File: src/rtl/tsm_pkg.sv
package tsm_pkg;
  localparam int NUM_EVENTS = 4;
  localparam int IDX_W = $clog2(NUM_EVENTS);

  typedef enum logic [1:0] {
    KIND_NONE  = 2'd0,
    KIND_EARLY = 2'd1,
    KIND_LATE  = 2'd2,
    KIND_EXTRA = 2'd3
  } fault_kind_e;
endpackage

File: src/rtl/tsm_cycle_counter.sv
module tsm_cycle_counter #(
  parameter int CW = 8
) (
  input  logic          clk,
  input  logic          rst,
  output logic [CW-1:0] cycle
);
  localparam logic [CW-1:0] TOP = '1;

  // saturating so a long idle tail never wraps onto a scheduled slot
  always_ff @(posedge clk) begin
    if (rst) cycle <= '0;
    else if (cycle != TOP) cycle <= cycle + 1'b1;
  end
endmodule

File: src/rtl/tsm_event_slot.sv
module tsm_event_slot
  import tsm_pkg::*;
#(
  parameter int CW = 8,
  parameter int AT = 0
) (
  input  logic          clk,
  input  logic          rst,
  input  logic [CW-1:0] cycle,
  input  logic          strobe,
  output logic          matched,
  output fault_kind_e   fault
);
  localparam logic [CW-1:0] AT_C = CW'(AT);

  always_comb begin
    fault = KIND_NONE;
    if (strobe) begin
      if (matched)          fault = KIND_EXTRA;
      else if (cycle < AT_C) fault = KIND_EARLY;
      else if (cycle > AT_C) fault = KIND_LATE;
    end else if (!matched && cycle == AT_C) begin
      fault = KIND_LATE;
    end
  end

  always_ff @(posedge clk) begin
    if (rst) matched <= 1'b0;
    else if (strobe && !matched && cycle == AT_C) matched <= 1'b1;
  end
endmodule

File: src/rtl/timed_sched_monitor.sv
module timed_sched_monitor
  import tsm_pkg::*;
#(
  parameter int CW        = 8,
  parameter int LATENCY   = 1,
  parameter int SEND_AT   = 3,
  parameter int RECV_AT   = 4,
  parameter int TX_END_AT = 10,
  parameter int RX_END_AT = 8
) (
  input  logic       clk,
  input  logic       rst,
  input  logic       tx_send,
  input  logic       rx_recv,
  input  logic       tx_halt,
  input  logic       rx_halt,
  output logic       err,
  output logic [3:0] err_code,
  output logic       pass,
  output logic       cfg_err
);
  localparam int END_MAX = (TX_END_AT > RX_END_AT) ? TX_END_AT : RX_END_AT;
  localparam int XFER_MAX = (SEND_AT > RECV_AT) ? SEND_AT : RECV_AT;
  localparam int LAST_AT = (END_MAX > XFER_MAX) ? END_MAX : XFER_MAX;
  localparam logic [CW-1:0] LAST_C = CW'(LAST_AT);
  localparam bit CFG_BAD = (RECV_AT != SEND_AT + LATENCY);

  logic [CW-1:0] cycle;
  logic tx_halt_d, rx_halt_d;
  logic [NUM_EVENTS-1:0] strobes;
  logic [NUM_EVENTS-1:0] matched;
  fault_kind_e fault [NUM_EVENTS];

  logic           any_fault;
  logic [IDX_W-1:0] first_idx;
  fault_kind_e    first_kind;

  tsm_cycle_counter #(.CW(CW)) u_cnt (.clk(clk), .rst(rst), .cycle(cycle));

  always_ff @(posedge clk) begin
    if (rst) begin
      tx_halt_d <= 1'b0;
      rx_halt_d <= 1'b0;
    end else begin
      tx_halt_d <= tx_halt;
      rx_halt_d <= rx_halt;
    end
  end

  assign strobes = {rx_halt & ~rx_halt_d, tx_halt & ~tx_halt_d, rx_recv, tx_send};

  for (genvar g = 0; g < NUM_EVENTS; g++) begin : g_slot
    localparam int SLOT_AT = (g == 0) ? SEND_AT :
                             (g == 1) ? RECV_AT :
                             (g == 2) ? TX_END_AT : RX_END_AT;
    tsm_event_slot #(.CW(CW), .AT(SLOT_AT)) u_slot (
      .clk(clk), .rst(rst), .cycle(cycle), .strobe(strobes[g]),
      .matched(matched[g]), .fault(fault[g])
    );
  end

  // lowest event index wins on a same-cycle tie
  always_comb begin
    any_fault  = 1'b0;
    first_idx  = '0;
    first_kind = KIND_NONE;
    for (int i = NUM_EVENTS - 1; i >= 0; i--) begin
      if (fault[i] != KIND_NONE) begin
        any_fault  = 1'b1;
        first_idx  = IDX_W'(i);
        first_kind = fault[i];
      end
    end
  end

  always_ff @(posedge clk) begin
    if (rst) begin
      err      <= 1'b0;
      err_code <= '0;
      pass     <= 1'b0;
      cfg_err  <= 1'b0;
    end else begin
      cfg_err <= CFG_BAD;
      if (!err && any_fault) begin
        err      <= 1'b1;
        err_code <= {first_idx, first_kind};
      end
      pass <= (&matched) && !any_fault && !err && !CFG_BAD && (cycle > LAST_C);
    end
  end
endmodule

File: config.mk
export PLATFORM = sky130hd
export DESIGN_NAME = timed_sched_monitor
export DESIGN_NICKNAME = d
export VERILOG_FILES = /design/src/rtl/tsm_pkg.sv /design/src/rtl/tsm_cycle_counter.sv /design/src/rtl/tsm_event_slot.sv /design/src/rtl/timed_sched_monitor.sv
export SDC_FILE = /design/constraint.sdc
export NUM_CORES = 1
export LEC_CHECK = 0
export BUFFER_PORTS_ARGS = -buffer_cell sky130_fd_sc_hd__buf_2
export CORE_AREA = 2 2 49 86
export DETAILED_ROUTE_END_ITERATION = 8
export DIE_AREA = 0 0 51 88
export GPL_ROUTABILITY_DRIVEN = 0
export MAX_ROUTING_LAYER = met4
export PLACE_DENSITY_LB_ADDON = 0.08
export RECOVER_POWER = 50
export SYNTH_ARGS = -nofsm -noshare
export SYNTH_HDL_FRONTEND = slang
export SYNTH_SLANG_ARGS = --single-unit
File: constraint.sdc
create_clock -name clk -period 7.4 [get_ports clk]
set_input_delay 1.48 -clock clk [delete_from_list [all_inputs] [get_ports clk]]
set_output_delay 1.48 -clock clk [all_outputs]
set_load 0.005 [all_outputs]
# Word-level counts from Yosys, hierarchy flattened
# Index checks and enable logic that the tools add are counted.
totals:
  register_bits: 20
  in_bits: 6
  out_inout_bits: 7
  elab_cells: 87
op_classes:
  add_sub_neg: 1
  magnitude_cmp: 8
  eq_ne: 5
  mux: 32
  n_bitwise: 4
  n_reduce_logical: 27
op_table:
  columns: ["operator", "count"]
  rows:
  - ["2-bit 2-to-1 mux", 28]
  - ["8-bit by 4-bit == test with 1-bit output, second input constant", 2]
  - ["8-bit by 4-bit > comparator with 1-bit output, second input constant", 2]
  - ["1-bit logical AND", 16]
  - ["8-bit by 4-bit less-than comparator with 1-bit output, second input constant", 2]
  - ["8-bit by 1-bit adder with 8-bit output, second input constant", 1]
  - ["8-bit by 2-bit == test with 1-bit output, second input constant", 1]
  - ["8-bit by 3-bit == test with 1-bit output, second input constant", 1]
  - ["8-bit by 2-bit > comparator with 1-bit output, second input constant", 1]
  - ["8-bit by 3-bit > comparator with 1-bit output, second input constant", 1]
  - ["8-bit by 2-bit less-than comparator with 1-bit output, second input constant", 1]
  - ["8-bit by 3-bit less-than comparator with 1-bit output, second input constant", 1]
  - ["8-bit != test, second input constant", 1]
  - ["2-bit nonzero test", 4]
  - ["1-bit zero test", 6]
  - ["1-bit 2-to-1 mux", 4]
  - ["4-bit AND reduction", 1]
  - ["1-bit AND", 2]
  - ["1-bit inverter", 2]

# Logic depth before layout (Yosys ltp)
# Gate-level depths: netlist of run 1.
logic_depth:
  ltp_word: 14
  ltp_mapped: 9
  mapped_depth_nobuf: 8

# Modules after synthesis
# Synthesis of run 1 repeated with hierarchy kept, for this count alone.
unflattened:
  hier_cells: 143
  hier_area_um2: 1221.2
by_module_without_submodules:
  columns: ["module", "n_inst", "cells_per_inst", "area_per_inst_um2", "seq_area_each_um2"]
  rows:
  - ["timed_sched_monitor", 1, 49, 432.9, 160.2]
  - ["tsm_cycle_counter", 1, 46, 389.1, 160.2]
  - ["tsm_event_slot (g_slot[1].u_slot ...)", 2, 12, 107.6, 20.0]
  - ["tsm_event_slot (g_slot[0].u_slot)", 1, 13, 92.6, 20.0]
  - ["tsm_event_slot (g_slot[3].u_slot)", 1, 11, 91.3, 20.0]

# Worst setup path after synthesis of run 1
# Ideal clock, no wire load.
synth_timing:
  path_kind: "input to register"
  startpoint: "input port rx_recv"
  endpoint: "register err_code[1]"
  arrival_ns: 2.780
  required_ns: 7.314
  setup_slack_ns: 4.533
  stages: 6
  path_buffers: 0
  cell_sequence: "or3_1 -> o41ai_1 -> a221oi_1 -> o22ai_1 -> a211oi_2 -> a221oi_2"
synth_via:
  elab_chain_len: 5
  word_cells_on_any_way: 7
synth_lines:
  columns: ["element", "line", "source"]
  rows:
  - ["from (decl)", "timed_sched_monitor.sv:14", "input logic rx_recv,"]
  - ["2-bit 2-to-1 mux *", "tsm_event_slot.sv:18", "if (strobe) begin"]
  - ["2-bit nonzero test", "timed_sched_monitor.sv:68", "if (fault[i] != KIND_NONE) begin"]
  - ["1-bit 2-to-1 mux (2 in a row)", "timed_sched_monitor.sv:68", null]
  - ["1-bit logical AND", "timed_sched_monitor.sv:84", "if (!err && any_fault) begin"]
  - ["to (signal assigned)", "timed_sched_monitor.sv:86", "err_code <= {first_idx, first_kind};"]
  - ["to (decl)", "timed_sched_monitor.sv:18", "output logic [3:0] err_code,"]
# Mark *: on every way between the ends. The rest lies on a longest branch, timed or not.
# A chain may end at the register's enable or synchronous reset.

# Worst setup path in the final report of run 1
# Ends and elaborated chain as after synthesis.

==> results.yml, run 1 <==
cells_and_area:
  multiInputGateArea_um2: 805.8
  nNetsFinal: 175
  seq_area_um2: 400.4
  mostFrequentLayoutCells: "nor2_1 (21), dfxtp_1 (20), buf_2 (10)"
  layout-drive-gt1-share_pct: 14.63
  utilization_pct: 36.70
  final_area_mm2: 0.001391
  antenna_cells: 0
  fill_cells: 413
  syn2layout_area_growth_pct: 7.856
  final_common_cell: "nor2_1"
timing:
  slew_violations: 0
  fin_setup_tns_ps: 0
  min_period_ps: 2969
  rsz0062_at_grt: "no"
  setup_violations: 0
  finClkSkew_ps: 2.487
  max_freq_mhz: 336.8
  setup_slack_ps: 4431
  finalHoldViolCount: 0
  holdWs_ps: 463.3
  worst_slew_pin_slew_ps: 838.6
  fin_crit_sh_pct: 40.12
  slew_headroom_pct: 43.63
yosys:
  yosysSeqAreaShare_pct: 31.04
  synthTopCellsByArea: "dfxtp_1 (31%), nor2_1 (6.1%), a31oi_1 (3.9%)"
  synth_cell_type_count: 48
  syn_avg_cell_area_um2: 8.113
  synth_top_area_cell: "dfxtp_1"
  yosys_warnings: 0
  synth.ff_latch_count: 20
  syn_inst: 159
  synth_fp_nets: 168
  ys.flop_type: "dfxtp_1"
  yosys.area.top_type_share_pct: 31.04
  async_flop_share_pct: 0
  syn_area_mm2: 0.001290
  synth_edf_count: 0
routing:
  drt_iter0_drc: 53
  wl_um: 3139
  dr.pass1.iters: 4
  avgViaCountPerCell: 5.528
  post_drt_wl_per_cell_um: 14.81
  via_count: 1172
  drc: 0
  ant_nets: 0
global_routing:
  grt_pass1_vias: 1197
  grt_max_degree: 18
  overflow: 0
  antenna_found_initial: 0
  grt_pass1_wl_um: 5478
  track_usage_pct: 16.56
pwr:
  pwr_density_cell_mw_per_mm2: 168.5
  irDropWorstVdd_uv: 72.67
  p_leak_nw: 0.5461
critical_path:
  max_stage_delay_ps: 480
  r2r_setup_slack_ps: 4980
  slowest_stage: "o41ai_1"
  rr_endpoint: "err_code[1]"
  critPathMaxFanout: 6
  path_buf_inv: 1
  worstSetupPathType: "primary input to register"
  r2r_start: "u_cnt.cycle[4]"
  critPathTopFamily: "compound AO/OA/AOI/OAI gates"
  ff2ff_path_depth: 6
  endpoint_kind: "register"
  crit_chain: "buf_2, or3_1, o41ai_1, a221oi_1, o22ai_1, a211oi_2, a221oi_2"
  cp.arrival_ps: 3150
  required_ps: 7580
  crit_path_start_kind: "primary input"
worst_hold_path:
  hold_start: "err_code[1]"
  hold_class: "register to register"
  holdPathStages: 2
  min_to: "err_code[1]"
die:
  die-height_um: 88
  rows: 30
  die_area_mm2: 0.004488
  core_mm2: 0.003791
  ios: 13
  die_x_um: 51
  initial_core_util_pct: 34.03
place:
  place_area_mm2: 0.001351
  dpl_worst_slack_ps: 4216
  place_hpwl_um: 2430
  io_buffers: 11
clock_network:
  cts_buffer_depth: 2
  cts_setup_buffers: 0
  cts_buffers: 3
  cts.clk_slew.worst_paths_ps: 70
  clock_latency_ps: 260
  cts_sinks: 20
  root_buffer: "clkbuf_8"
  htree_num_levels: 1
  hold_buffers: 0
  cts_tree: "yes"
  cts_resized: 0
flow_run:
  maxCapViolations: 0
run_status:
  status: "finished, final reports clean"
-- routing by layer --
metal / global-route usage (%) / part of all wire (%)
met3: 1.706 / 2.2
met4: 8.108 / 2.5
met5: - / 0
met2: 31.17 / 56
met1: 16.32 / 39
-- worst min-delay path, stage by stage (launching register included) --
cell      delay, ps
dfxtp_1         310
inv_1            60
a221oi_2         50
-- flip-flops by register name, indices dropped and copies added (netlist names) --
signal                 count
tx_halt_d                  1
g_slot.u_slot.matched      4
pass                       1
err_code                   4
rx_halt_d                  1
u_cnt.cycle                8
err                        1
-- final cells by class --
| cell class | instances | share of cell area (%) |
|---|---|---|
| Clock buffer | 3 | 2.968 |
| Inverter | 8 | 2.158 |
| Multi-Input combinational cell | 122 | 57.91 |
| Sequential cell | 20 | 28.78 |
| Tap cell | 48 | 4.317 |
| Timing Repair Buffer | 11 | 3.867 |
-- through the flow --
step	total power, mW	instances
2_1_floorplan	0.1519	159
3_3_place_gp	0.1637	209
3_5_place_dp	0.1643	209
4_1_cts	0.2385	212
5_1_grt	0.2463	212
6_report	0.2344	212
-- cells in the mapped netlist, drive strengths merged, types with 3 or more instances --
library cell   n
a211oi         3
a21o           4
a21oi          4
a221oi         3
a31oi          8
and3           3
buf            4
clkbuf         5
dfxtp         20
ha             3
inv            8
nand2          6
nand2b         3
nand3          5
nand4          4
nor2          21
nor2b          8
nor3           5
nor4           3
o21ai          9
xnor2          6
-- logic make-up (layout without fill, tap and decap cells) --
| kind of cell | Yosys count | count (layout) | synth area share, % |
|---|---|---|---|
| xor gates and xnor gates | 6 | 6 | 4.656 |
| muxes | 2 | 2 | 1.552 |
| DFF | 20 | 20 | 31.04 |
| adders and majority gates | 3 | 3 | 2.910 |
| AOI/OAI and AO/OA | 43 | 43 | 24.15 |
| buffers and inverters | 17 | 22 | 6.499 |
| and+or+nand+nor | 67 | 67 | 28.90 |
| other | 1 | 1 | 0.2907 |
-- where the power goes --
group | internal, mW | switching (mW) | total, mW
clock network | 0.0363 | 0.0366 | 0.0729
registers | 0.112 | 0.00687 | 0.119
logic | 0.0193 | 0.0229 | 0.0422
total | 0.168 | 0.0663 | 0.234
-- how the worst max path moves through the flow --
stage | cells past startpoint | from | endpoint
global placement | 7 | rx_recv | err_code[1]
floorplan | 6 | rx_recv | err_code[1]
global route | 7 | rx_recv | err_code[1]
CTS | 7 | rx_recv | err_code[1]
finish | 7 | rx_recv | err_code[1]
detailed placement | 7 | rx_recv | err_code[1]
Power figures use the tool's default switching activity.
==> run 2: changes to the inputs <==
clock period = 3 ns   (was 7.4 ns; I/O delays follow)
==> run 2 against run 1 <==
  * Wire length is 5.2% higher
  * Power is 150% higher
  * Clock-buffer cell count stayed put
  * First-iteration DRC count is 62% lower
  * Sequential power is 150% higher
==> results.yml, run 2 (synthesis gave the netlist of run 1 again) <==
cells_and_area:
  reg_top3: "u_cnt.cycle (8), err_code (4), g_slot.u_slot.matched (4)"
  layout-drive-gt1-share_pct: 13.25
  largest_reg_flops: 8
  max_flop_register: "u_cnt.cycle"
  syn2layout_area_growth_pct: 8.438
  antenna_cells: 0
  mostFrequentLayoutCells: "nor2_1 (21), dfxtp_1 (20), o21ai_0 (9)"
  nNetsFinal: 177
  final_common_cell: "nor2_1"
global_routing:
  grt_pass1_vias: 1167
  antenna_found_initial: 0
  track_usage_pct: 16.95
  grt_max_degree: 18
  overflow: 0
  grt_pass1_wl_um: 5609
worst_hold_path:
  hold_class: "register to register"
routing:
  wl_um: 3302
  dr.pass1.iters: 4
  drc: 0
  post_drt_wl_per_cell_um: 15.43
  via_count: 1172
  ant_nets: 0
  drt_iter0_drc: 20
  avgViaCountPerCell: 5.477
timing:
  slew_violations: 0
  slew_headroom_pct: 43.33
  max_freq_mhz: 410.3
  finClkSkew_ps: 4.578
  min_period_ps: 2437
  fin_setup_tns_ps: 0
  worst_slew_pin_slew_ps: 850.0
  finalHoldViolCount: 0
  setup_violations: 0
  rsz0062_at_grt: "no"
  fin_crit_sh_pct: 81.24
critical_path:
  required_ps: 3170
  cp.arrival_ps: 2610
  critPathMaxFanout: 10
  crit_path_start_kind: "register"
  worstSetupPathType: "register to register"
  endpoint_kind: "register"
pwr:
  p_clk_share_pct: 31.1
  pwr-share-comb_pct: 17.9
  irDropWorstVdd_uv: 175.8
  p_int_mw: 0.4134
  swShare_pct: 28.35
  p_sw_mw: 0.1636
  pwr_density_cell_mw_per_mm2: 412.5
  seq_power_share_pct: 51.0
  power.total_mw: 0.5770
  p_leak_nw: 0.5397
clock_network:
  cts.clk_slew.worst_paths_ps: 70
  cts_buffers: 3
  clock_latency_ps: 260
  root_buffer: "clkbuf_8"
  cts_sinks: 20
  hold_buffers: 0
  htree_num_levels: 1
  cts_buffer_depth: 2
  cts_setup_buffers: 0
  cts_tree: "yes"
  cts_resized: 0
run_status:
  status: "finished, final reports clean"
die:
  die_x_um: 51
  ios: 13
  initial_core_util_pct: 34.03
  die-height_um: 88
  core_mm2: 0.003791
  die_area_mm2: 0.004488
  rows: 30
place:
  io_buffers: 11
  place_hpwl_um: 2534
flow_run:
  maxCapViolations: 0
-- run 2: final timing paths --
| path | startpoint | endpoint | slack, ps | cells past startpoint |
|---|---|---|---|---|
| hold / removal | err_code[0] | err_code[0] | 470 | 2 |
| setup / recovery | u_cnt.cycle[4] | err_code[1] | 560 | 6 |
| hold reg to reg | err_code[0] | err_code[0] | 470 | 2 |
| setup reg to reg | u_cnt.cycle[4] | err_code[1] | 560 | 6 |
-- run 2: area by class of cell --
| cell class | count | area, µm² |
|---|---|---|
| fillers | 422 | 2392 |
| multi-input cells | 122 | 805.8 |
| flip-flops and latches | 20 | 400.4 |
| repair buffers | 13 | 61.31 |
| well taps | 48 | 60.06 |
| clock buffers | 3 | 41.29 |
| inverters | 8 | 30.03 |
-- run 2: routing by layer --
layer	part of all wire, %	vias to the layer above	wire length, µm	track usage (%)
met1	39	556	1304	16.41
met4	0.85	0	28	6.880
met3	1.8	2	60	1.877
li1	-	597	-	-
met5	0	-	0	-
met2	58	17	1908	32.82
-- run 2: stage by stage --
step                hold slack, ps  util [%]  instance area [µm²]  setup WS (ps)  cells
finish                       474.7     36.90                 1399          562.8    214
global route                 512.2     36.90                 1399          427.4    214
global placement             443.2     36.04                 1366          649.2    211
detailed placement           468.9     36.04                 1366          619.2    211
floorplan                    454.5         -                 1290          628.1    159
CTS                          480.4     37.13                 1408          585.7    214
-- run 2: worst max-delay path, stage by stage, from the launching register on --
cell	delay, ps
dfxtp_1	390
or4_4	640
o41ai_1	580
a221oi_1	200
o22ai_1	230
a211oi_2	70
a221oi_2	240
-- run 2: power by group through the flow --
stage / clock [mW] / combinational, mW / sequential [mW]
after global placement: 0 / 0.105 / 0.300
after floorplan: 0 / 0.0816 / 0.293
after CTS: 0.192 / 0.106 / 0.295
final: 0.179 / 0.103 / 0.295
after detailed placement: 0 / 0.105 / 0.301
after global routing: 0.200 / 0.117 / 0.297
